### src/rtl/rfs_pkg.sv
package rfs_pkg;

  // Number of clock cycles in one refresh interval.
  function automatic int interval_cycles(input int clk_mhz, input int interval_ns);
    return (clk_mhz * interval_ns) / 1000;
  endfunction

  // Bits needed to hold values 0..max_val.
  function automatic int bits_for(input int max_val);
    int w;
    w = 1;
    while ((1 << w) <= max_val) w++;
    return w;
  endfunction

  // Whether an acknowledge is taken at the given backlog.
  function automatic bit ack_accepted(input int cur, input bit ack);
    return ack && (cur != 0);
  endfunction

  // Whether an expiry is lost because the backlog is already full.
  function automatic bit expiry_lost(input int cur, input int max_pend,
                                     input bit expire, input bit taken);
    return expire && !taken && (cur == max_pend);
  endfunction

  // Next backlog value, given expiry and accepted acknowledge.
  function automatic int next_backlog(input int cur, input int max_pend,
                                      input bit expire, input bit taken);
    int n;
    if (expiry_lost(cur, max_pend, expire, taken)) begin
      n = cur;
    end else begin
      n = cur + (expire ? 1 : 0) - (taken ? 1 : 0);
    end
    return n;
  endfunction

endpackage

### src/rtl/rfs_interval_timer.sv
module rfs_interval_timer #(
  parameter int INTERVAL_CYC = 1560
) (
  input  logic clk,
  input  logic rst_n,
  output logic expire
);
  localparam int TMR_W = rfs_pkg::bits_for(INTERVAL_CYC - 1);
  localparam logic [TMR_W-1:0] LAST = TMR_W'(INTERVAL_CYC - 1);

  logic [TMR_W-1:0] phase_q;

  assign expire = (phase_q == LAST);

  always_ff @(posedge clk or negedge rst_n) begin
    if (!rst_n) begin
      phase_q <= '0;
    end else if (expire) begin
      phase_q <= '0;
    end else begin
      phase_q <= phase_q + 1'b1;
    end
  end
endmodule

### src/rtl/rfs_backlog_ctr.sv
module rfs_backlog_ctr #(
  parameter int MAX_PEND = 8,
  parameter int CNT_W    = 4
) (
  input  logic             clk,
  input  logic             rst_n,
  input  logic             expire,
  input  logic             ack,
  output logic [CNT_W-1:0] count,
  output logic             ack_taken,
  output logic             lost_evt,
  output logic             err
);
  logic [CNT_W-1:0] count_d;
  int               cur_i;

  always_comb begin
    cur_i     = int'(count);
    ack_taken = rfs_pkg::ack_accepted(cur_i, ack);
    lost_evt  = rfs_pkg::expiry_lost(cur_i, MAX_PEND, expire, ack_taken);
    count_d   = CNT_W'(rfs_pkg::next_backlog(cur_i, MAX_PEND, expire, ack_taken));
  end

  always_ff @(posedge clk or negedge rst_n) begin
    if (!rst_n) begin
      count <= '0;
      err   <= 1'b0;
    end else begin
      count <= count_d;
      if (lost_evt) err <= 1'b1;
    end
  end
endmodule

### src/rtl/rfs_req_logic.sv
module rfs_req_logic #(
  parameter int MAX_PEND = 8,
  parameter int CNT_W    = 4
) (
  input  logic [CNT_W-1:0] count,
  input  logic             busy,
  output logic             req,
  output logic             urgent
);
  localparam logic [CNT_W-1:0] FULL = CNT_W'(MAX_PEND);

  assign req    = (count != '0) && !busy;
  assign urgent = (count == FULL);
endmodule

### src/rtl/refresh_sched.sv
module refresh_sched #(
  parameter int CLK_MHZ     = 200,
  parameter int INTERVAL_NS = 7800,
  parameter int MAX_PEND    = 8,
  parameter int CNT_W       = rfs_pkg::bits_for(MAX_PEND)
) (
  input  logic             clk,
  input  logic             rst_n,
  input  logic             ctrl_busy,
  input  logic             ref_ack,
  output logic             ref_req,
  output logic             ref_urgent,
  output logic [CNT_W-1:0] pend_cnt,
  output logic             pend_err
);
  localparam int INTERVAL_CYC = rfs_pkg::interval_cycles(CLK_MHZ, INTERVAL_NS);

  // Internal events brought out for the checker.
  logic interval_tick;
  logic ack_taken;
  logic lost_evt;

  rfs_interval_timer #(
    .INTERVAL_CYC(INTERVAL_CYC)
  ) u_timer (
    .clk   (clk),
    .rst_n (rst_n),
    .expire(interval_tick)
  );

  rfs_backlog_ctr #(
    .MAX_PEND(MAX_PEND),
    .CNT_W   (CNT_W)
  ) u_backlog (
    .clk      (clk),
    .rst_n    (rst_n),
    .expire   (interval_tick),
    .ack      (ref_ack),
    .count    (pend_cnt),
    .ack_taken(ack_taken),
    .lost_evt (lost_evt),
    .err      (pend_err)
  );

  rfs_req_logic #(
    .MAX_PEND(MAX_PEND),
    .CNT_W   (CNT_W)
  ) u_req (
    .count (pend_cnt),
    .busy  (ctrl_busy),
    .req   (ref_req),
    .urgent(ref_urgent)
  );
endmodule

### config.mk
export PLATFORM = sky130hd
export DESIGN_NAME = refresh_sched
export DESIGN_NICKNAME = d
export VERILOG_FILES = /design/src/rtl/rfs_pkg.sv /design/src/rtl/rfs_interval_timer.sv /design/src/rtl/rfs_backlog_ctr.sv /design/src/rtl/rfs_req_logic.sv /design/src/rtl/refresh_sched.sv
export SDC_FILE = /design/constraint.sdc
export NUM_CORES = 1
export LEC_CHECK = 0
export ABC_AREA = 1
export CAP_MARGIN = 10
export CORE_MARGIN = 3
export CORE_UTILIZATION = 61
export CTS_BUF_LIST = sky130_fd_sc_hd__clkbuf_4
export DETAILED_ROUTE_END_ITERATION = 8
export GPL_TIMING_DRIVEN = 0
export PLACE_DENSITY_LB_ADDON = 0.1
export SLEW_MARGIN = 20
export SYNTH_ARGS = -nofsm -noshare
export SYNTH_HDL_FRONTEND = slang
export SYNTH_SLANG_ARGS = --single-unit
### constraint.sdc
create_clock -name clk -period 6.34 [get_ports clk]
set_input_delay 0.951 -clock clk [delete_from_list [all_inputs] [get_ports clk]]
set_output_delay 0.951 -clock clk [all_outputs]
set_load 0.005 [all_outputs]
==> flow_summary.json <==
{
  "worstSetupEndpointType": "output port",
  "worst-r2r-cell-count": 12,
  "drtIter0Drc": 13,
  "floorplan.die_area_um2": 2076,
  "min-delay-path-class": "reg -> reg",
  "syn_to_final_growth_pct": 15.20,
  "num-nets-final": 147,
  "critical_path.max_fanout": 1,
  "drc": 0,
  "routabilityCongestion": 0.8082,
  "drive_gt1_share_pct": 9.023,
  "detailed_route_via_count": 729,
  "post_cts_resize_count": 0,
  "cp.arrival_ns": 1.98,
  "worstSetupPathType": "in -> out",
  "place.detailed.hpwl_um": 1290,
  "global_route.overflow_total": 0,
  "largest_net_degree_at_the_start_of_global_routing": 17,
  "viasPerCell": 4.926,
  "drtPass1Iterations": 4,
  "worst_setup_path_endpoint": "ref_req",
  "max-clock-path-buffers": 2,
  "power_leakage_nw": 0.6041,
  "ioPinCount": 11,
  "slew_headroom_pct": 53.25,
  "cts_made_buffers": 3,
  "routed_wire_length_per_instance_um": 11.06,
  "grt_first_pass_wirelength_um": 2932,
  "cts_root_buf": "clkbuf_4",
  "ys_ff_latch": 16,
  "critical_path.reg2reg.startpoint": "u_timer.phase_q[0]",
  "grt_antenna_before_repair": 0,
  "globalRouteMet1Util_pct": 25.82,
  "fmaxAchievable_ghz": 0.3407,
  "synthCells": 119,
  "die_h_um": 45.56,
  "initial_standard_cell_utilization_of_the_core_pct": 69.05,
  "h-tree-depth": 1,
  "holdBufCountCts": 0,
  "min_period_ns": 2.935,
  "port-buffer-count": 10,
  "p_per_area_nw_per_um2": 319.9,
  "status": "finished, final reports clean",
  "global_route.usage.met2_pct": 32.59,
  "dp_cells": 144,
  "nets_in_the_synthesized_netlist": 132,
  "synth-warning-count": 0,
  "critical_path.reg2reg.endpoint": "u_backlog.count[2]",
  "setup_repair_after_global_routing_missed_its_margin": "false",
  "yosysUniqueCellTypes": 18,
  "timing.critical_path.from": "ctrl_busy",
  "post_synth_instance_area_um2": 954.7,
  "detail_route.wirelength_um": 1637,
  "report.final.setup_viol": 0,
  "cts_tree": "yes",
  "maxSlewViolCount": 0,
  "cap_viol_max_count": 0,
  "grt.met3_usage_pct": 4.348,
  "gr-usage-all-layers_pct": 19.95,
  "antenna_cells_inserted": 0,
  "final.period_utilization_pct": 46.30,
  "tightestPinTransition_ns": 0.6990,
  "ys_seq_area_share_pct": 41.94,
  "hold_viol": 0,
  "fin_skew_ns": 0.002904,
  "core.rowCount": 13,
  "global_route.peak_usage_layer": "met2",
  "grt_pass1_vias": 688,
  "insertion_delay_ns": 0.29,
  "endpoint_required_time_on_the_critical_path_ns": 5.39,
  "finalPower_mw": 0.3518,
  "die-width_um": 45.56,
  "avgSynthCellArea_um2": 8.022,
  "detail-route-antenna-nets": 0,
  "number_of_standard_cells_in_the_layout_taps_in_and_fillers_out": 148,
  "tns_ns": 0,
  "core_area_um2": 1383,
  "cts.reportedPaths.clkPinSlew_ns": 0.09,
  "r2r_slack_ns": 4.10,
  "crit_path_start_kind": "primary input",
  "cts.sink_count": 16,
  "vdd_ir_drop_max_mv": 0.2413,
  "cts.repair_timing.setup_buffer_count": 0
}
## where the power goes
| group | total [mW] | leakage [nW] | switching [mW] | internal, mW |
|---|---|---|---|---|
| Sequential | 0.137 | 0.194 | 0.0197 | 0.117 |
| Clock | 0.0555 | 0.0154 | 0.0326 | 0.0229 |
| Combinational | 0.160 | 0.394 | 0.0763 | 0.0834 |
| Total | 0.352 | 0.604 | 0.129 | 0.223 |
## worst max-delay path: stages
cell and delay (ns):
clkdlybuf4s50_1 0.40, a21oi_1 0.12, clkdlybuf4s50_1 0.52
## synthesized netlist by cell type, drive strengths merged
| cell | instances | area (um2) |
|---|---|---|
| xnor2 | 2 | 17.52 |
| dfrtp | 16 | 400.4 |
| nand2 | 30 | 115.1 |
| nor2 | 20 | 87.58 |
| ha | 8 | 100.1 |
| nand3 | 11 | 65.06 |
| xor2 | 2 | 17.52 |
| a21oi | 3 | 15.01 |
| nor3b | 1 | 18.77 |
| inv | 23 | 86.33 |
| or2 | 1 | 6.260 |
| o21ai | 1 | 5.000 |
| fa | 1 | 20.02 |
## layout make-up
type	instances	area [um2]
Multi-Input combinational cell	80	467.9
Sequential cell	16	400.4
Fill cell	101	282.8
Timing Repair Buffer	10	100.1
Inverter	23	86.33
Clock buffer	3	22.52
Tap cell	15	18.77
Clock inverter	1	3.754
## worst min path at each step
stage               slack [ns]                 end  depth (start not counted)                from
floorplan                 0.43  u_timer.phase_q[0]                          1  u_timer.phase_q[0]
detailed placement        0.46       u_backlog.err                          2       u_backlog.err
finish                    0.46  u_timer.phase_q[0]                          1  u_timer.phase_q[0]
global route              0.49       u_backlog.err                          2       u_backlog.err
global placement          0.44  u_timer.phase_q[0]                          1  u_timer.phase_q[0]
CTS                       0.47  u_timer.phase_q[0]                          1  u_timer.phase_q[0]
## routing by layer
layer	wire length (um)	part of all wire (%)
met5	0	0
met4	21	1.3
met3	51	3.1
met2	799	49
met1	764	47
## metrics by stage
step                      worst slack, ns  util, %  hold slack, ns  area, um2
final                               3.405    79.55          0.4626       1100
after global routing                3.348    79.55          0.4908       1100
after CTS                           3.402    79.55          0.4686       1100
after detailed placement            3.411    77.65          0.4551       1074
after global placement              3.423    77.65          0.4436       1074
after floorplan                     4.059        -          0.4303      954.7
## cell families after synthesis
group | share of synthesized area, %
xor+xnor | 3.670
fa+ha+maj | 12.58
compound gates | 2.096
buf+inv | 9.043
flops | 41.94
simple gates | 30.67
## registers in the layout (all words and copies together), names as in the netlist
register         count
u_backlog.err        1
u_backlog.count      4
u_timer.phase_q     11
## layout by cell type, fill, tap and decap left out, drive strengths merged
| master | count |
|---|---|
| nand2 | 30 |
| inv | 23 |
| nor2 | 20 |
| dfrtp | 16 |
| nand3 | 11 |
| clkdlybuf4s50 | 10 |
| ha | 8 |
| a21oi | 3 |
| clkbuf | 3 |
| xor2 | 2 |
| xnor2 | 2 |
| nor3b | 1 |
| or2 | 1 |
| o21ai | 1 |
| fa | 1 |
| clkinv | 1 |
(Power assumes the default switching activity.)
